$ cat config.mk
export PLATFORM = sky130hd
export DESIGN_NAME = sc_reg_slave
export DESIGN_NICKNAME = d
export VERILOG_FILES = /design/src/rtl/sc_pkg.sv /design/src/rtl/sc_addr_decode.sv /design/src/rtl/sc_reg_bank.sv /design/src/rtl/sc_frame_ctl.sv /design/src/rtl/sc_reg_slave.sv
export SDC_FILE = /design/constraint.sdc
export NUM_CORES = 1
export LEC_CHECK = 0
export ABC_AREA = 1
export CORE_MARGIN = 5
export CORE_UTILIZATION = 25
export DETAILED_ROUTE_END_ITERATION = 16
export GPL_TIMING_DRIVEN = 0
export SYNTH_ARGS = -nofsm -noshare
export SYNTH_HDL_FRONTEND = slang
export SYNTH_HIERARCHICAL = 1
export SYNTH_SLANG_ARGS = --single-unit
$ cat constraint.sdc
create_clock -name clk -period 2.6 [get_ports clk]
set_clock_uncertainty 0.1 [all_clocks]
set_input_delay 0.52 -clock clk [delete_from_list [all_inputs] [get_ports clk]]
set_output_delay 0.52 -clock clk [all_outputs]
set_load 0.01 [all_outputs]
$ cat src/rtl/sc_pkg.sv
// Package sc_pkg: shared types for the serial slow-control slave.
// Assumes nothing beyond IEEE 1800-2017 package semantics.
package sc_pkg;

    // Frame phases of the serial protocol
    typedef enum logic [2:0] {
        ST_IDLE = 3'd0,
        ST_CMD  = 3'd1,
        ST_ADDR = 3'd2,
        ST_RD   = 3'd3,
        ST_WR   = 3'd4
    } sc_state_e;

endpackage

$ cat src/rtl/sc_addr_decode.sv
// Module sc_addr_decode: maps a byte address onto the general register bank.
// Assumes NREG is a power of two and AW > log2(NREG) + 2.
module sc_addr_decode #(
    parameter int AW   = 16,
    parameter int NREG = 16,
    localparam int IW  = $clog2(NREG)
) (
    input  logic [AW-1:0] addr,
    output logic          hit,
    output logic [IW-1:0] idx
);

    // Word-aligned and below NREG*4 means a general register
    always_comb begin
        hit = (addr[1:0] == 2'b00) && (addr[AW-1:IW+2] == '0);
        idx = addr[IW+1:2];
    end

endmodule

$ cat src/rtl/sc_reg_bank.sv
// Module sc_reg_bank: general configuration registers plus a fixed test word.
// Assumes wr_en is a single-cycle pulse; reads are purely combinational.
module sc_reg_bank #(
    parameter int          AW        = 16,
    parameter int          DW        = 32,
    parameter int          NREG      = 16,
    parameter logic [15:0] TEST_ADDR = 16'hFFFC,
    parameter logic [31:0] TEST_VAL  = 32'h1234_5678,
    localparam int         IW        = $clog2(NREG)
) (
    input  logic          clk,
    input  logic          rst_n,
    input  logic          wr_en,
    input  logic [AW-1:0] wr_addr,
    input  logic [DW-1:0] wr_data,
    input  logic [AW-1:0] rd_addr,
    output logic [DW-1:0] rd_data
);

    logic [DW-1:0] regs [NREG];
    logic          wr_hit, rd_hit;
    logic [IW-1:0] wr_idx, rd_idx;

    sc_addr_decode #(.AW(AW), .NREG(NREG)) i_wr_dec (
        .addr (wr_addr),
        .hit  (wr_hit),
        .idx  (wr_idx)
    );

    sc_addr_decode #(.AW(AW), .NREG(NREG)) i_rd_dec (
        .addr (rd_addr),
        .hit  (rd_hit),
        .idx  (rd_idx)
    );

    for (genvar g = 0; g < NREG; g++) begin : g_reg
        // Store one general register on a mapped write strobe
        always_ff @(posedge clk) begin
            if (!rst_n) begin
                regs[g] <= '0;
            end else if (wr_en && wr_hit && (wr_idx == IW'(g))) begin
                regs[g] <= wr_data;
            end
        end

        // a register not targeted by a mapped write keeps its value

        bank_hold_chk: assert property (@(posedge clk) disable iff (!rst_n)
            !(wr_en && wr_hit && (wr_idx == IW'(g))) |=> $stable(regs[g]));
    end

    // Select test word, general register, or zero for reads
    always_comb begin
        if (rd_addr == TEST_ADDR[AW-1:0]) begin
            rd_data = TEST_VAL[DW-1:0];
        end else if (rd_hit) begin
            rd_data = regs[rd_idx];
        end else begin
            rd_data = '0;
        end
    end


    bank_write_chk: assert property (@(posedge clk) disable iff (!rst_n)
        (wr_en && wr_hit) |=> (regs[$past(wr_idx)] == $past(wr_data)));

endmodule

$ cat src/rtl/sc_frame_ctl.sv
// Module sc_frame_ctl: serial framing, command decode and data shifting.
// Assumes sdi is synchronous to clk and frames run without clock gaps.
module sc_frame_ctl
    import sc_pkg::*;
#(
    parameter int         AW    = 16,
    parameter int         DW    = 32,
    parameter logic [3:0] START = 4'b1010,
    localparam int        CMAX  = (DW > AW) ? DW : AW,
    localparam int        CW    = $clog2(CMAX)
) (
    input  logic          clk,
    input  logic          rst_n,
    input  logic          sdi,
    output logic [AW-1:0] rd_addr,
    input  logic [DW-1:0] rd_data,
    output logic          sdo,
    output logic          wr_stb,
    output logic [AW-1:0] wr_addr,
    output logic [DW-1:0] wr_data
);

    sc_state_e     state;
    logic [3:0]    hist;
    logic [CW-1:0] cnt;
    logic          is_rd;
    logic [AW-1:0] addr_sh;
    logic [DW-1:0] tx_sh;
    logic [DW-1:0] rx_sh;

    // Full address as it stands once the current bit is included
    always_comb rd_addr = {addr_sh[AW-2:0], sdi};

    // Outbound line carries data only while a read is shifting
    always_comb sdo = (state == ST_RD) && tx_sh[DW-1];

    // Frame sequencer: start detect, command, address, data phases
    always_ff @(posedge clk) begin
        if (!rst_n) begin
            state   <= ST_IDLE;
            hist    <= '0;
            cnt     <= '0;
            is_rd   <= 1'b0;
            addr_sh <= '0;
            tx_sh   <= '0;
            rx_sh   <= '0;
            wr_stb  <= 1'b0;
            wr_addr <= '0;
            wr_data <= '0;
        end else begin
            wr_stb <= 1'b0;
            case (state)
                ST_IDLE: begin
                    if ({hist[2:0], sdi} == START) begin
                        state <= ST_CMD;
                        hist  <= '0;
                    end else begin
                        hist <= {hist[2:0], sdi};
                    end
                end
                ST_CMD: begin
                    is_rd <= sdi;
                    cnt   <= '0;
                    state <= ST_ADDR;
                end
                ST_ADDR: begin
                    addr_sh <= rd_addr;
                    if (cnt == CW'(AW - 1)) begin
                        cnt <= '0;
                        if (is_rd) begin
                            tx_sh <= rd_data;
                            state <= ST_RD;
                        end else begin
                            state <= ST_WR;
                        end
                    end else begin
                        cnt <= cnt + 1'b1;
                    end
                end
                ST_RD: begin
                    tx_sh <= {tx_sh[DW-2:0], 1'b0};
                    if (cnt == CW'(DW - 1)) begin
                        cnt   <= '0;
                        state <= ST_IDLE;
                    end else begin
                        cnt <= cnt + 1'b1;
                    end
                end
                ST_WR: begin
                    rx_sh <= {rx_sh[DW-2:0], sdi};
                    if (cnt == CW'(DW - 1)) begin
                        cnt     <= '0;
                        wr_stb  <= 1'b1;
                        wr_addr <= addr_sh;
                        wr_data <= {rx_sh[DW-2:0], sdi};
                        state   <= ST_IDLE;
                    end else begin
                        cnt <= cnt + 1'b1;
                    end
                end
                default: state <= ST_IDLE;
            endcase
        end
    end


    start_pattern_chk: assert property (@(posedge clk) disable iff (!rst_n)
        (state == ST_CMD) |-> (($past(state) == ST_IDLE) && ($past(sdi) == START[0])
            && ($past(sdi, 2) == START[1]) && ($past(sdi, 3) == START[2])
            && ($past(sdi, 4) == START[3])));


    wr_pulse_chk: assert property (@(posedge clk) disable iff (!rst_n)
        wr_stb |=> !wr_stb);


    frame_end_chk: assert property (@(posedge clk) disable iff (!rst_n)
        wr_stb |-> (state == ST_IDLE));

endmodule

$ cat src/rtl/sc_reg_slave.sv
// Module sc_reg_slave: top of the serial slow-control register slave.
// Assumes clk is the master's link clock and rst_n is synchronous to it.
module sc_reg_slave #(
    parameter int          AW        = 16,
    parameter int          DW        = 32,
    parameter int          NREG      = 16,
    parameter logic [15:0] TEST_ADDR = 16'hFFFC,
    parameter logic [31:0] TEST_VAL  = 32'h1234_5678
) (
    input  logic          clk,
    input  logic          rst_n,
    input  logic          sdi,
    output logic          sdo,
    output logic          wr_stb,
    output logic [AW-1:0] wr_addr,
    output logic [DW-1:0] wr_data
);

    logic [AW-1:0] rd_addr;
    logic [DW-1:0] rd_data;

    sc_frame_ctl #(.AW(AW), .DW(DW)) i_frame (
        .clk     (clk),
        .rst_n   (rst_n),
        .sdi     (sdi),
        .rd_addr (rd_addr),
        .rd_data (rd_data),
        .sdo     (sdo),
        .wr_stb  (wr_stb),
        .wr_addr (wr_addr),
        .wr_data (wr_data)
    );

    sc_reg_bank #(
        .AW(AW), .DW(DW), .NREG(NREG), .TEST_ADDR(TEST_ADDR), .TEST_VAL(TEST_VAL)
    ) i_bank (
        .clk     (clk),
        .rst_n   (rst_n),
        .wr_en   (wr_stb),
        .wr_addr (wr_addr),
        .wr_data (wr_data),
        .rd_addr (rd_addr),
        .rd_data (rd_data)
    );


    reset_quiet_chk: assert property (@(posedge clk)
        !rst_n |=> (!wr_stb && !sdo));

endmodule

==> impl_metrics.tcl <==
set metrics [dict create \
    dr.pass1.iters 6 \
    vias 24369 \
    avgRoutedWirePerCell_um 19.22 \
    initial_core_util_pct 25.13 \
    dp_slack_ps -1221 \
    yosysTopAreaCell "edfxtp_1" \
    fp.dieW_um 359.8 \
    ys_seq_area_share_pct 59.42 \
    area.sequential_mm2 0.01818 \
    synthesis.area_mm2 0.03059 \
    crit_arrival_ps 2980 \
    synth_seq_cells 652 \
    insertion_delay_ps 610 \
    p_seq_share_pct 50.6 \
    overflow 0 \
    antenna_left 0 \
    swShare_pct 25.00 \
    drv_slew 0 \
    ys.warnings.count 6 \
    cp-end-kind "flop" \
    hold_ws_ps 363.9 \
    clockRootBuffer "clkbuf_16" \
    vdd_drop_max_mv 0.5164 \
    cts_tree "built" \
    fin_util_pct 29.69 \
    htreeDepth 3 \
    post-route-period-util_pct 97.68 \
    drive_gt1_share_pct 12.05 \
    cts_sinks 652 \
    first_iter_violations 2401 \
    grt_pass1_vias 23200 \
    cts_hold_buf 0 \
    min_period_ps 2540 \
    power.switching_mw 5.955 \
    status "finished, final reports clean" \
    syn2layout_area_growth_pct 18.14 \
    grt_use_total_pct 15.03 \
    synthDistinctLibCells 29 \
    io_buffer_count 52 \
    cp_data_required_time_ps 3040 \
    synth.avg_cell_area_um2 8.839 \
    power_density_mw_per_mm2 658.9 \
    netlist_instances 3461 \
    rsz0062_at_grt "false" \
    fin_area_mm2 0.03614 \
    synth_top_area_share_pct 50.26 \
    comb_power_share_pct 9.1 \
    grt_max_degree 33 \
    hold_path_class "reg -> reg" \
    crit_type "reg -> reg" \
    placed_cell_area_mm2 0.03333 \
    dp_hpwl_mm 73.33 \
    antenna_found_initial 0 \
    clk_pin_slew_ps 70 \
    cp-start-kind "flop" \
    synth_fp_nets 3468 \
    hold_viol_final 0 \
    intPower_mw 17.86 \
    rows 128 \
    nets 3605 \
    crit_path_max_fanout 10 \
    multi_input_area_mm2 0.009943 \
    grt_pass1_wl_mm 148.8 \
    ios 53 \
    cts_buffers 69 \
    fin_ws_ps 60.31 \
    avgViaCountPerCell 4.617 \
    tightest_slew_ps 807.8 \
    cts.path.max_buffers 3 \
    maxCapViolCount 0 \
    max_freq_ghz 0.3937 \
    gp_congestion 0.9189 \
    fin_tns_setup_ps 0 \
    nFillCells 12921 \
    drc 0 \
    setup_viol 0 \
    die_h_um 359.8 \
    dieArea_mm2 0.1295 \
    power.share.clock_pct 40.3 \
    core_mm2 0.1217 \
    leakage_nw 13.50 \
    yosys-top-cells-area "edfxtp_1 50%, nand2_1 10%, nor2_1 9.3%, dfxtp_1 9.2%, nand3_1 4.8%" \
    relSlewSlack_pct 46.15 \
    drt_wl_total_mm 101.5 \
]
[sequential cells by signal (all words and copies together) (netlist names), 5 cells and up]
| name | flops |
|---|---|
| i_frame/rx_sh | 31 |
| i_frame/cnt | 5 |
| i_frame/wr_addr | 16 |
| i_bank/regs | 512 |
| i_frame/wr_data | 32 |
| i_frame/addr_sh | 16 |
| i_frame/tx_sh | 32 |
[kinds of logic after synthesis]
group / synth area share [%]
compound gates: 5.047
fa+ha+maj: 0.1636
flops: 59.42
simple gates: 26.09
buf+inv: 9.281
[Yosys cell counts]
master,n
o21ai_1,11
a21oi_1,105
inv_2,15
buf_4,38
nand4_4,2
buf_2,90
ha_1,4
nor2_2,17
nand4_1,5
clkbuf_8,2
o21ai_0,125
nand2_8,2
nand3_1,295
nand2_1,817
nor3_4,1
clkbuf_1,77
nand3_2,3
o211ai_1,45
buf_6,44
nor2_4,5
inv_1,312
nand3_4,10
dfxtp_1,140
nand4_2,2
nand2_2,4
nor2_1,759
buf_1,17
nor2_8,2
edfxtp_1,512
[through the flow]
| step | total power, mW | instances |
|---|---|---|
| after floorplan | 13.69 | 3461 |
| after detailed placement | 14.35 | 5145 |
| after global routing | 24.68 | 5277 |
| after CTS | 23.87 | 5271 |
| after global placement | 14.29 | 5138 |
| final | 23.81 | 5278 |
[final cells by class]
type,count,area share [%]
flip-flops and latches,652,50.30
plain buffers,263,4.996
well taps,1625,5.626
multi-input cells,2214,27.51
diodes,1,0.006924
inverters,327,3.410
repair buffers,71,2.230
clock buffers,94,5.297
clock inverters,31,0.6232
[cell usage in the layout (no fill, tap or decap), types with 5 or more instances in the layout]
cell,n
buf_1,7
o21ai_1,11
nand2_2,13
o211ai_1,45
nor2_1,750
nand3_4,10
buf_2,62
buf_6,43
nand4_1,5
inv_6,5
dfxtp_1,139
clkbuf_1,76
clkdlybuf4s50_1,50
nand3_2,22
clkinv_1,12
edfxtp_1,512
a21oi_2,7
clkinv_2,9
a21oi_1,98
nand2_1,788
clkbuf_8,5
inv_1,312
buf_12,10
nor2_2,19
clkbuf_16,73
nand2_4,18
clkbuf_2,13
inv_2,14
clkbuf_4,12
nand3_1,276
buf_4,69
nor2_4,12
o21ai_0,125
[power by group through the flow]
| stage | combinational, mW | clock [mW] | sequential (mW) |
|---|---|---|---|
| after floorplan | 1.49 | 0 | 12.2 |
| after global placement | 2.02 | 0 | 12.3 |
| after detailed placement | 2.07 | 0 | 12.3 |
| after CTS | 2.13 | 9.69 | 12.1 |
| after global routing | 2.42 | 10.1 | 12.1 |
| final | 2.17 | 9.59 | 12.1 |
[routing by layer]
| metal | part of all wire, % | global-route usage, % | vias up |
|---|---|---|---|
| met4 | 4.4 | 6.582 | 0 |
| met1 | 41 | 19.69 | 11759 |
| li1 | - | - | 11381 |
| met3 | 8.3 | 2.137 | 167 |
| met2 | 46 | 24.85 | 1062 |
| met5 | 0 | 0 | - |
[worst max-delay path, stage by stage (launching register included)]
cell and delay, ps:
dfxtp_1 380, buf_4 150, buf_4 200, buf_4 280
buf_4 290, nand2_1 80, nand3_1 140, nand2_1 70
nand2_1 60, nand2_1 100, nor2_1 280, nand2_1 90
o21ai_0 80, nor2_1 70, nor2_1 100
[path summary, 6_finish.rpt]
check                             startpoint                             end  slack, ps  cells past startpoint
min           i_frame/rx_sh[14]$_SDFFE_PN0N_  i_frame/rx_sh[15]$_SDFFE_PN0N_        360                      2
max          i_frame/addr_sh[2]$_SDFFE_PN0P_  i_frame/tx_sh[13]$_SDFFE_PN0P_         60                     14
min reg2reg   i_frame/rx_sh[14]$_SDFFE_PN0N_  i_frame/rx_sh[15]$_SDFFE_PN0N_        360                      2
max reg2reg  i_frame/addr_sh[2]$_SDFFE_PN0P_  i_frame/tx_sh[13]$_SDFFE_PN0P_         60                     14
[what timing repair did]
action / in CTS / in global routing
pin swaps: 5 / 5
endpoints found under the setup margin: 365 / 282
cloned: 1 / 1
endpoints found under the hold margin: 0 / 0
buffers inserted: 3 / 7
resized for setup: 121 / 63
No activity file was read; power rests on OpenSTA's default activity.
